[config.mk]
export PLATFORM = sky130hd
export DESIGN_NAME = rtc_seconds
export DESIGN_NICKNAME = d
export VERILOG_FILES = /design/src/rtl/rtc_seconds_pkg.sv /design/src/rtl/rtc_seconds_regs.sv /design/src/rtl/rtc_seconds_prescale.sv /design/src/rtl/rtc_seconds_core.sv /design/src/rtl/rtc_seconds.sv
export SDC_FILE = /design/constraint.sdc
export NUM_CORES = 1
export LEC_CHECK = 0
export ABC_AREA = 1
export CORE_UTILIZATION = 40
export CTS_BUF_LIST = sky130_fd_sc_hd__clkbuf_2
export DETAILED_ROUTE_END_ITERATION = 6
export SLEW_MARGIN = 10
export SYNTH_ARGS = -nofsm -noshare
export SYNTH_HDL_FRONTEND = slang
export SYNTH_SLANG_ARGS = --single-unit
[constraint.sdc]
create_clock -name clk -period 5.2 [get_ports clk]
set_clock_uncertainty 0.15 [all_clocks]
set_input_delay 1.56 -clock clk [delete_from_list [all_inputs] [get_ports clk]]
set_output_delay 1.56 -clock clk [all_outputs]
set_load 0.005 [all_outputs]
[src/rtl/rtc_seconds_pkg.sv]
// Package: shared widths, register offsets and control bit positions for
// the seconds counter clock. Assumes byte addressing with 16-bit registers.
package rtc_seconds_pkg;
    localparam int REG_W  = 16;
    localparam int ADDR_W = 6;
    localparam int CNT_W  = 2 * REG_W;
    localparam int PAIRS  = 3;   // divisor, preset, alarm value

    localparam logic [ADDR_W-1:0] OFS_CTRL   = 6'h00;
    localparam logic [ADDR_W-1:0] OFS_STATUS = 6'h1C;
    localparam logic [ADDR_W-1:0] OFS_SNAPLO = 6'h20;
    localparam logic [ADDR_W-1:0] OFS_SNAPHI = 6'h24;
    localparam int PAIR_BASE = 4;  // low half of the first pair
    localparam int PAIR_STEP = 8;

    localparam int B_RUN   = 0;
    localparam int B_CNTEN = 1;
    localparam int B_WRAP  = 2;
    localparam int B_LOAD  = 3;
    localparam int B_SNAP  = 4;
    localparam int B_MASK  = 5;
    localparam int B_FORCE = 6;
    localparam int B_CLEAR = 7;

    typedef struct packed {
        logic irq_mask;
        logic snap_req;
        logic load_req;
        logic wrap_en;
        logic cnt_en;
        logic run;
    } ctrl_t;
endpackage

[src/rtl/rtc_seconds_regs.sv]
// Register file: decodes the 16-bit register port, holds the control bits,
// the three 32-bit word pairs, and forms the read data. Request bits are set
// by software and cleared by the done strobes from the core. Force and clear
// become one-cycle pulses. Assumes a single-cycle access with no wait states.
module rtc_seconds_regs
    import rtc_seconds_pkg::*;
#(
    parameter int RW = REG_W,
    parameter int AW = ADDR_W,
    parameter int CW = CNT_W,
    parameter int NP = PAIRS
) (
    input  logic          clk,
    input  logic          rst_n,
    input  logic          bus_sel,
    input  logic          bus_wr,
    input  logic [AW-1:0] bus_addr,
    input  logic [RW-1:0] bus_wdata,
    output logic [RW-1:0] bus_rdata,
    output ctrl_t         ctrl_o,
    output logic          force_p_o,
    output logic          clear_p_o,
    output logic [CW-1:0] divisor_o,
    output logic [CW-1:0] preset_o,
    output logic [CW-1:0] alarm_val_o,
    input  logic          load_done_i,
    input  logic          snap_done_i,
    input  logic          alarm_i,
    input  logic [CW-1:0] snap_i
);
    logic                  wr_en, wr_ctrl;
    ctrl_t                 ctrl_q;
    logic                  force_q, clear_q;
    logic [NP-1:0][CW-1:0] pair_flat;

    assign wr_en   = bus_sel && bus_wr;
    assign wr_ctrl = wr_en && (bus_addr == OFS_CTRL);

    // Control register: level bits follow writes, requests are set and held until done.
    always_ff @(posedge clk) begin
        if (!rst_n) begin
            ctrl_q <= '0;
        end else begin
            if (wr_ctrl) begin
                ctrl_q.run      <= bus_wdata[B_RUN];
                ctrl_q.cnt_en   <= bus_wdata[B_CNTEN];
                ctrl_q.wrap_en  <= bus_wdata[B_WRAP];
                ctrl_q.irq_mask <= bus_wdata[B_MASK];
            end
            ctrl_q.load_req <= (wr_ctrl && bus_wdata[B_LOAD]) || (ctrl_q.load_req && !load_done_i);
            ctrl_q.snap_req <= (wr_ctrl && bus_wdata[B_SNAP]) || (ctrl_q.snap_req && !snap_done_i);
        end
    end

    // Force and clear pulses: one cycle after the control write.
    always_ff @(posedge clk) begin
        if (!rst_n) begin
            force_q <= 1'b0;
            clear_q <= 1'b0;
        end else begin
            force_q <= wr_ctrl && bus_wdata[B_FORCE];
            clear_q <= wr_ctrl && bus_wdata[B_CLEAR];
        end
    end

    for (genvar gi = 0; gi < NP; gi++) begin : g_pair
        localparam logic [AW-1:0] LO_OFS = AW'(PAIR_BASE + PAIR_STEP * gi);
        localparam logic [AW-1:0] HI_OFS = AW'(PAIR_BASE + PAIR_STEP * gi + 4);
        logic [CW-1:0] word_q;

        // One 32-bit word written as two 16-bit halves.
        always_ff @(posedge clk) begin
            if (!rst_n)
                word_q <= '0;
            else if (wr_en && bus_addr == LO_OFS)
                word_q[RW-1:0] <= bus_wdata;
            else if (wr_en && bus_addr == HI_OFS)
                word_q[CW-1:RW] <= bus_wdata;
        end

        assign pair_flat[gi] = word_q;
    end

    // Read data mux: fixed registers first, then the word pairs.
    always_comb begin
        bus_rdata = '0;
        if (bus_sel) begin
            if (bus_addr == OFS_CTRL) begin
                bus_rdata[B_RUN]   = ctrl_q.run;
                bus_rdata[B_CNTEN] = ctrl_q.cnt_en;
                bus_rdata[B_WRAP]  = ctrl_q.wrap_en;
                bus_rdata[B_LOAD]  = ctrl_q.load_req;
                bus_rdata[B_SNAP]  = ctrl_q.snap_req;
                bus_rdata[B_MASK]  = ctrl_q.irq_mask;
            end
            if (bus_addr == OFS_STATUS) begin
                bus_rdata[0] = alarm_i;
                bus_rdata[1] = alarm_i && !ctrl_q.irq_mask;
            end
            if (bus_addr == OFS_SNAPLO) bus_rdata = snap_i[RW-1:0];
            if (bus_addr == OFS_SNAPHI) bus_rdata = snap_i[CW-1:RW];
            for (int i = 0; i < NP; i++) begin
                if (bus_addr == AW'(PAIR_BASE + PAIR_STEP * i))     bus_rdata = pair_flat[i][RW-1:0];
                if (bus_addr == AW'(PAIR_BASE + PAIR_STEP * i + 4)) bus_rdata = pair_flat[i][CW-1:RW];
            end
        end
    end

    assign ctrl_o      = ctrl_q;
    assign force_p_o   = force_q;
    assign clear_p_o   = clear_q;
    assign divisor_o   = pair_flat[0];
    assign preset_o    = pair_flat[1];
    assign alarm_val_o = pair_flat[2];

    // a raised load request stays visible one more cycle, then drops.
    a_r5_load_req_life: assert property (@(posedge clk) disable iff (!rst_n)
        $rose(ctrl_q.load_req) |=> ctrl_q.load_req ##1 !ctrl_q.load_req);
    // same life cycle for the snapshot request.
    a_r6_snap_req_life: assert property (@(posedge clk) disable iff (!rst_n)
        $rose(ctrl_q.snap_req) |=> ctrl_q.snap_req ##1 !ctrl_q.snap_req);
    // force and clear are single-cycle pulses when not rewritten.
    a_r9_force_pulse: assert property (@(posedge clk) disable iff (!rst_n)
        (force_q && !wr_ctrl) |=> !force_q);
endmodule

[src/rtl/rtc_seconds_prescale.sv]
// Prescaler: counts reference cycles and emits one tick each time the
// divisor count is reached. Held at zero while the block is not running and
// restarted on a load. Assumes the divisor may change at any time; a
// lowered divisor simply ticks at the next cycle.
module rtc_seconds_prescale #(
    parameter int CW = rtc_seconds_pkg::CNT_W
) (
    input  logic          clk,
    input  logic          rst_n,
    input  logic          run_i,
    input  logic          cnt_en_i,
    input  logic          restart_i,
    input  logic [CW-1:0] divisor_i,
    output logic          tick_o
);
    logic [CW-1:0] phase_q;
    logic [CW:0]   phase_nx;

    assign phase_nx = {1'b0, phase_q} + 1'b1;
    assign tick_o   = run_i && cnt_en_i && !restart_i && (phase_nx >= {1'b0, divisor_i});

    // Phase counter: reset on stop or restart, wraps on each tick.
    always_ff @(posedge clk) begin
        if (!rst_n || !run_i || restart_i)
            phase_q <= '0;
        else if (cnt_en_i)
            phase_q <= tick_o ? '0 : phase_nx[CW-1:0];
    end

    // the phase is held at zero while not running.
    a_r10_phase_idle: assert property (@(posedge clk) disable iff (!rst_n)
        !run_i |=> phase_q == '0);
endmodule

[src/rtl/rtc_seconds_core.sv]
// Core: the seconds counter with wrap or saturate, the two-cycle load and
// snapshot handshakes, the alarm compare and the sticky alarm flag. Assumes
// the tick input is already qualified with run and count enable.
module rtc_seconds_core #(
    parameter int CW = rtc_seconds_pkg::CNT_W
) (
    input  logic          clk,
    input  logic          rst_n,
    input  logic          run_i,
    input  logic          cnt_en_i,
    input  logic          wrap_en_i,
    input  logic          load_req_i,
    input  logic          snap_req_i,
    input  logic          force_p_i,
    input  logic          clear_p_i,
    input  logic          tick_i,
    input  logic [CW-1:0] preset_i,
    input  logic [CW-1:0] alarm_val_i,
    output logic          load_fire_o,
    output logic          snap_fire_o,
    output logic          alarm_o,
    output logic [CW-1:0] snap_o
);
    logic          load_stage_q, snap_stage_q;
    logic [CW-1:0] count_q, count_nx, snap_q;
    logic          update, hit, alarm_q;

    // Handshake stages: each request is served on its second cycle.
    always_ff @(posedge clk) begin
        if (!rst_n) begin
            load_stage_q <= 1'b0;
            snap_stage_q <= 1'b0;
        end else begin
            load_stage_q <= load_req_i && !load_stage_q;
            snap_stage_q <= snap_req_i && !snap_stage_q;
        end
    end

    assign load_fire_o = load_stage_q;
    assign snap_fire_o = snap_stage_q;

    // Next count: a load wins over a tick; the top value wraps or saturates.
    always_comb begin
        count_nx = count_q;
        update   = 1'b0;
        if (load_stage_q) begin
            count_nx = preset_i;
            update   = 1'b1;
        end else if (tick_i) begin
            update = 1'b1;
            if (&count_q)
                count_nx = wrap_en_i ? '0 : count_q;
            else
                count_nx = count_q + 1'b1;
        end
    end

    assign hit = update && (count_nx == alarm_val_i);

    // Counter register: held at zero while not running.
    always_ff @(posedge clk) begin
        if (!rst_n || !run_i)
            count_q <= '0;
        else
            count_q <= count_nx;
    end

    // Alarm flag: clear beats force, force or hit sets, otherwise sticky.
    always_ff @(posedge clk) begin
        if (!rst_n || !run_i)
            alarm_q <= 1'b0;
        else if (clear_p_i)
            alarm_q <= 1'b0;
        else if (force_p_i || hit)
            alarm_q <= 1'b1;
    end

    // Snapshot register: captures the live count when the request is served.
    always_ff @(posedge clk) begin
        if (!rst_n)
            snap_q <= '0;
        else if (snap_stage_q)
            snap_q <= count_q;
    end

    assign alarm_o = alarm_q;
    assign snap_o  = snap_q;

    // without wrap, the all-ones value is kept.
    a_r4_saturate: assert property (@(posedge clk) disable iff (!rst_n)
        (run_i && !wrap_en_i && (&count_q) && !load_stage_q) |=> (&count_q));
    // with wrap, a tick at all ones gives zero.
    a_r4_wrap: assert property (@(posedge clk) disable iff (!rst_n)
        (run_i && wrap_en_i && (&count_q) && tick_i && !load_stage_q) |=> count_q == '0);
    // no count enable, no load: the count holds.
    a_r11_hold: assert property (@(posedge clk) disable iff (!rst_n)
        (run_i && !cnt_en_i && !load_stage_q) |=> $stable(count_q));
    // a served load puts the preset into the counter.
    a_r5_load_value: assert property (@(posedge clk) disable iff (!rst_n)
        (run_i && load_stage_q) |=> count_q == $past(preset_i));
    // a served snapshot holds the count of the serving cycle.
    a_r6_snap_value: assert property (@(posedge clk) disable iff (!rst_n)
        snap_stage_q |=> snap_q == $past(count_q));
    // clear drops the flag; force alone raises it.
    a_r9_clear: assert property (@(posedge clk) disable iff (!rst_n)
        (run_i && clear_p_i) |=> !alarm_q);
    a_r9_force: assert property (@(posedge clk) disable iff (!rst_n)
        (run_i && force_p_i && !clear_p_i) |=> alarm_q);
    // stopped block keeps counter and flag at zero.
    a_r10_idle: assert property (@(posedge clk) disable iff (!rst_n)
        !run_i |=> (count_q == '0) && !alarm_q);
endmodule

[src/rtl/rtc_seconds.sv]
// Top: seconds counter clock with alarm. Joins the register file, the
// prescaler and the core, and drives the masked interrupt. Assumes one
// clock domain for the register port and the reference clock.
module rtc_seconds
    import rtc_seconds_pkg::*;
(
    input  logic              clk,
    input  logic              rst_n,
    input  logic              bus_sel,
    input  logic              bus_wr,
    input  logic [ADDR_W-1:0] bus_addr,
    input  logic [REG_W-1:0]  bus_wdata,
    output logic [REG_W-1:0]  bus_rdata,
    output logic              irq_o
);
    ctrl_t             ctrl;
    logic              force_p, clear_p, tick, load_fire, snap_fire, alarm;
    logic [CNT_W-1:0]  divisor, preset, alarm_val, snap;

    rtc_seconds_regs #(.RW(REG_W), .AW(ADDR_W), .CW(CNT_W), .NP(PAIRS)) u_regs (
        .clk(clk), .rst_n(rst_n),
        .bus_sel(bus_sel), .bus_wr(bus_wr), .bus_addr(bus_addr),
        .bus_wdata(bus_wdata), .bus_rdata(bus_rdata),
        .ctrl_o(ctrl), .force_p_o(force_p), .clear_p_o(clear_p),
        .divisor_o(divisor), .preset_o(preset), .alarm_val_o(alarm_val),
        .load_done_i(load_fire), .snap_done_i(snap_fire),
        .alarm_i(alarm), .snap_i(snap)
    );

    rtc_seconds_prescale #(.CW(CNT_W)) u_prescale (
        .clk(clk), .rst_n(rst_n),
        .run_i(ctrl.run), .cnt_en_i(ctrl.cnt_en), .restart_i(load_fire),
        .divisor_i(divisor), .tick_o(tick)
    );

    rtc_seconds_core #(.CW(CNT_W)) u_core (
        .clk(clk), .rst_n(rst_n),
        .run_i(ctrl.run), .cnt_en_i(ctrl.cnt_en), .wrap_en_i(ctrl.wrap_en),
        .load_req_i(ctrl.load_req), .snap_req_i(ctrl.snap_req),
        .force_p_i(force_p), .clear_p_i(clear_p), .tick_i(tick),
        .preset_i(preset), .alarm_val_i(alarm_val),
        .load_fire_o(load_fire), .snap_fire_o(snap_fire),
        .alarm_o(alarm), .snap_o(snap)
    );

    assign irq_o = alarm && !ctrl.irq_mask;

    // a masked interrupt never shows while the flag is idle either way.
    a_r8_irq_needs_flag: assert property (@(posedge clk) disable iff (!rst_n)
        irq_o |-> alarm);
endmodule

# Yosys cells after proc, flatten, opt, wreduce, memory -nomap -nowiden
# Index checks and enable logic that the tools add are counted.
# W data, S select, Z words.
# classes
bitwise_logic,3
reduce_logical,35
eq_ne,10
n_addsub,2
muxes,18
order_cmp,1
# op_table
operator,count
$mux W32,5
$mux W16,9
$add A32 B1 Y33 const B,1
$ge A33 B32 Y1,1
$add A32 B1 Y32 const B,1
$eq A32 B32 Y1,1
$reduce_and A32 Y1,1
$eq A6 B5 Y1 const B,4
$logic_and A1 B1 Y1,19
$eq A6 B4 Y1 const B,2
$eq A6 B6 Y1 const B,2
$eq A6 B3 Y1 const B,1
$logic_not A6 Y1,1
$mux W6,1
$reduce_and A2 Y1,3
$logic_not A1 Y1,5
$logic_or A1 B1 Y1,5
$not A1 Y1,3
$mux W1,2
$mux W2,1
$reduce_or A2 Y1,1
# word_totals
ff_bits,203
input_bits,26
wordCells,89
out_inout_bits,17

# Depth between registers and ports, before layout
# depth
depth_word,12
depth_mapped,36
depth_no_buf,36

# Hierarchy
# A second synthesis with hierarchy kept.
# hier_totals
hier_cells,1987
area_unflattened_um2,12406.9
# by_module_without_submodules
module,instances,cells_each,area_per_inst_um2
rtc_seconds_regs,1,723,4887.2
rtc_seconds_core,1,703,4307.9
rtc_seconds_prescale,1,559,3201.8
rtc_seconds,1,2,10.0

# Worst setup path after synthesis
# No wires, ideal clock.
# synth_timing
path_type,input port to output port
startpoint,in bus_addr[1]
endpoint,out bus_rdata[1]
stages,12
t_arrival_ns,3.187
path_buffers,1
slack_ns,0.303
path_cell_list,nor2_1 -> inv_1 -> nor3_1 -> inv_1 -> nor3_1 -> clkbuf_1 -> nand2_1 -> o2111ai_1 -> o22ai_1 -> o211ai_1 -> o211ai_1 -> inv_1
# synth_via
elab_chain_len,12
word_cells_on_any_way,21
classes_between,eq/ne: 9; mux: 11; reduce/logical: 1
# synth_lines
element,line_no,source
"start, declared",rtc_seconds.sv:11,"input logic [ADDR_W-1:0] bus_addr,"
$logic_not A6 Y1,rtc_seconds_regs.sv:88,if (bus_addr == OFS_CTRL) begin
$mux W6,rtc_seconds_regs.sv:88,
$mux W2,rtc_seconds_regs.sv:96,if (bus_addr == OFS_STATUS) begin
$mux W16,rtc_seconds_regs.sv:100,if (bus_addr == OFS_SNAPLO) bus_rdata = snap_i[RW-1:0];
$mux W16,rtc_seconds_regs.sv:101,if (bus_addr == OFS_SNAPHI) bus_rdata = snap_i[CW-1:RW];
$mux W16,rtc_seconds_regs.sv:103,if (bus_addr == AW'(PAIR_BASE + PAIR_STEP * i)) bus_rdata = pair_flat[i][RW-1:0];
$mux W16,rtc_seconds_regs.sv:104,if (bus_addr == AW'(PAIR_BASE + PAIR_STEP * i + 4)) bus_rdata = pair_flat[i][CW-1:RW];
$mux W16,rtc_seconds_regs.sv:103,
$mux W16,rtc_seconds_regs.sv:104,
$mux W16,rtc_seconds_regs.sv:103,
$mux W16 (*),rtc_seconds_regs.sv:104,
$mux W16 (*),rtc_seconds_regs.sv:87,if (bus_sel) begin
"end, declared",rtc_seconds.sv:13,"output logic [REG_W-1:0] bus_rdata,"
# Every way passes the cells marked *; elsewhere a longest branch is shown, timed or not.

# Worst setup path in the final report
# layout_timing
startpoint,in bus_addr[4]
endpoint,out bus_rdata[4]
# layout_via
elab_chain_len,11
word_cells_on_any_way,19
classes_between,eq/ne: 8; mux: 10; reduce/logical: 1
# layout_lines
element,line_no
$logic_not A6 Y1,rtc_seconds_regs.sv:88
$mux W6,rtc_seconds_regs.sv:88
$mux W16,rtc_seconds_regs.sv:100
$mux W16,rtc_seconds_regs.sv:101
$mux W16,rtc_seconds_regs.sv:103
$mux W16,rtc_seconds_regs.sv:104
$mux W16,rtc_seconds_regs.sv:103
$mux W16,rtc_seconds_regs.sv:104
$mux W16,rtc_seconds_regs.sv:103
$mux W16 (*),rtc_seconds_regs.sv:104
$mux W16 (*),rtc_seconds_regs.sv:87
# Marks and branches as above.

==> run summary <==
detailed placement HPWL - 35100 um
Synth Area in Simple Gates - 30.4%
portion of netlist area occupied by mux cells - 0%
TritonCTS clock tree - built
top_reg_cell synth - dfxtp_1
Worst Setup Start Kind - input port
maximum number of pins on one net before global-route repair - 71
final critical path time including I/O delays and setup - 5.13 ns
Async SR Flop Fraction - 0%
worst setup path category - input port to primary output
total nets after synthesis - 1886
CTS buffer count - 57
number of routed nets with antenna violations - 0
vias per cell - 5.29
worst supply voltage drop on vdd - 133 uV
Sequential cell area - 0.00407 mm2
worst-skew pair later-pin latency - 0.86 ns
I/O pin cnt - 43
Clk pin slew, worst setup/hold paths - 0.10 ns
area growth from synthesis to final layout - 18.8%
highest clock rate - 195 MHz
post-route cell area - 0.0140 mm2
sum of negative setup slack - 0 ns
Final Routed Wirelength - 46100 um
count of unique library cells instantiated by Yosys - 48
count of flip-flops with a built-in enable after synthesis - 0
Die Footprint - 0.0301 mm2
Synth warnings - 0
number of register bits inferred by synthesis - 203
final hold violation count - 0
Worst path max stage delay - 0.33 ns
routed vias - 12700
CTS Root Buffer Type - clkbuf_2
outcome - complete, no violations
Post-route DRC - 0
area after detailed placement - 0.0132 mm2
initial antenna violation count - 3
pins over their slew limit - 0
Slew @ Worst Pin - 1.01 ns
CORE AREA - 0.0289 mm2
count of standard-cell rows - 62
Hold Worst Slack - 0.336 ns
clk buf depth - 3
Tightest Hold Check Type - register to register
cts-stage hold buffer count - 0
all-layer global routing usage - 30.3%
worst slew margin relative to its limit - 32.5%
count of buffering cells on the critical path with inverters included - 5
drt wl/cell - 19.2 um
via count of the first global-routing pass - 11400
Avg Inst Size Synth - 6.45 um2
starting density of the core - 40.8%
cell count after synthesis - 1826
signal arrival time at the worst endpoint - 3.42 ns
power after layout - 0.00283 W
global-route congestion overflow total - 0
setup-violating endpoint count in the final report - 0
global-route wire length before repair - 69000 um
RSZ-0062 raised after global routing - true
Buffers on Ports - 42
ordered cell list for the critical path - dlygate4sd2_1 > buf_4 > nor2_1 > inv_1 > nor2_2 > inv_2 > o21ai_0 > o22ai_2 > a31oi_2 > buf_2
fill count - 3091
last weighted congestion value of the routability-driven placer - 0.983
worst endpoint required time - 3.49 ns
leakage power total - 6.03 nW
horizontal die dimension - 174 um
Critical Path Fanout Max - 8
final net count - 2032
number of sinks on the clock net - 203
proportion of layout cells with a drive suffix above 1 - 16.6%
pwr/cell area - 202 mW/mm2
share of synthesized area occupied by flip-flops and latches - 34.5%
reported max-cap violation count - 0
Adder-Cell Fraction of Synth Area - 3.61%
post-synthesis compound-gate area fraction - 19.8%
ratio of final minimum period to clock period - 98.7%
post-synthesis instance area - 0.0118 mm2
Crit path max-delay family - buffers and inverters
fraction of synthesized cell area in xor and xnor cells - 2.53%
violation count after the first detailed-routing iteration - 1263
first drt pass iteration count - 6
cell with the largest stage delay on the worst path - o21ai_0
H-Tree Depth - 2
largest family of logic cells by synthesized area - simple AND/OR/NAND/NOR gates
multi-input logic area - 0.00691 mm2
Die Height - 174 um
kind of end point of the critical path - primary output
[final cells by class]
type | count | share of cell area, %
diodes | 1 | 0.0179
inverters | 200 | 5.37
clock inverters | 16 | 0.456
repair buffers | 160 | 9.32
flip-flops and latches | 203 | 29.1
clock buffers | 83 | 2.97
multi-input cells | 1350 | 49.4
well taps | 384 | 3.43
[synthesized netlist by cell type, types with 6 or more instances]
master | instances | area share [%]
nand2_1 | 460 | 15
nand4_1 | 14 | 0.74
nor2_2 | 6 | 0.32
o2111ai_1 | 7 | 0.52
a21oi_1 | 190 | 8.1
o211ai_1 | 13 | 0.83
ha_1 | 34 | 3.6
nand3_1 | 85 | 3.6
o21ai_0 | 195 | 8.3
xnor2_1 | 9 | 0.67
a22oi_1 | 10 | 0.64
dfxtp_1 | 203 | 35
nand2_2 | 14 | 0.74
clkbuf_1 | 64 | 2.0
nor3_1 | 16 | 0.68
inv_1 | 194 | 6.2
or2_2 | 18 | 0.96
o21ai_1 | 7 | 0.30
nor2_1 | 201 | 6.4
xor2_1 | 25 | 1.9
[power by group]
| group | internal, W | switching (W) | total (W) | leakage, nW |
|---|---|---|---|---|
| clock network | 0.000426 | 0.000701 | 0.00113 | 0.382 |
| registers | 0.00156 | 0.00000391 | 0.00156 | 1.64 |
| logic | 0.0000457 | 0.0000925 | 0.000138 | 4.01 |
[metrics by stage]
stage                     cells  setup WS, ns  util [%]
after global routing       2397       -0.0415      48.5
final                      2397        0.0689      48.5
after floorplan            1826         0.303         -
after CTS                  2394        0.0222      48.0
after detailed placement   2284        -0.538      45.7
after global placement     2284        -0.542      45.7
[metal layers]
layer  global-route usage, %  up-vias  wire length (um)
met4                    12.7        0              1820
met1                    43.5     5746             20600
li1                        -     6277                 -
met5                       0        -                 0
met3                    5.96      100              4370
met2                    43.8      546             19300
[sequential cells by signal, indices dropped and copies added, names as in the netlist]
register,count
u_regs.clear_p_o,1
u_regs.divisor_o,32
u_regs.preset_o,32
u_core.alarm_o,1
u_core.snap_fire_o,1
u_regs.ctrl_o,6
u_core.snap_o,32
u_core.count_q,32
u_core.load_fire_o,1
u_regs.alarm_val_o,32
u_prescale.phase_q,32
u_regs.force_p_o,1
[worst register-to-register path, delay by kind of cell (launching register included)]
family	cells	cell delay, ns
xor+xnor	1	0.25
fa+ha+maj	1	0.29
flops	1	0.34
buf+inv	5	0.63
simple gates	30	3.23
[cells by family after synthesis]
logic type	Yosys count
and+or+nand+nor	841
AOI/OAI and AO/OA	441
buffers and inverters	273
DFF	203
xor gates and xnor gates	34
adders and majority gates	34
[path summary, 6_finish.rpt]
| kind | from | to | cells after the start | slack (ns) |
|---|---|---|---|---|
| hold reg to reg | u_regs.ctrl_o[3]$_SDFF_PN0_ | u_core.load_fire_o$_SDFF_PN0_ | 2 | 0.34 |
| setup reg to reg | u_prescale.phase_q[0]$_SDFFE_PP0P_ | u_core.alarm_o$_SDFFE_PP0P_ | 37 | 0.25 |
| setup / recovery | bus_addr[4] | bus_rdata[4] | 10 | 0.07 |
| hold / removal | u_regs.ctrl_o[3]$_SDFF_PN0_ | u_core.load_fire_o$_SDFF_PN0_ | 2 | 0.34 |
[layout by cell type (no fill, tap or decap), types with 19 or more instances in the layout]
cell / n
a21oi_1: 183
buf_4: 109
clkbuf_2: 84
clkdlybuf4s50_1: 19
dfxtp_1: 202
ha_1: 34
inv_1: 186
nand2_1: 453
nand2_2: 21
nand3_1: 82
nor2_1: 189
o21ai_0: 182
xor2_1: 24
[timing repair]
action,4_1_cts,5_1_grt
gates resized for setup,117,31
gates cloned,1,0
endpoints found under the setup margin,17,15
pin swaps,29,14
buffers inserted,10,2
Note: power is estimated with default switching activity, not from simulation.
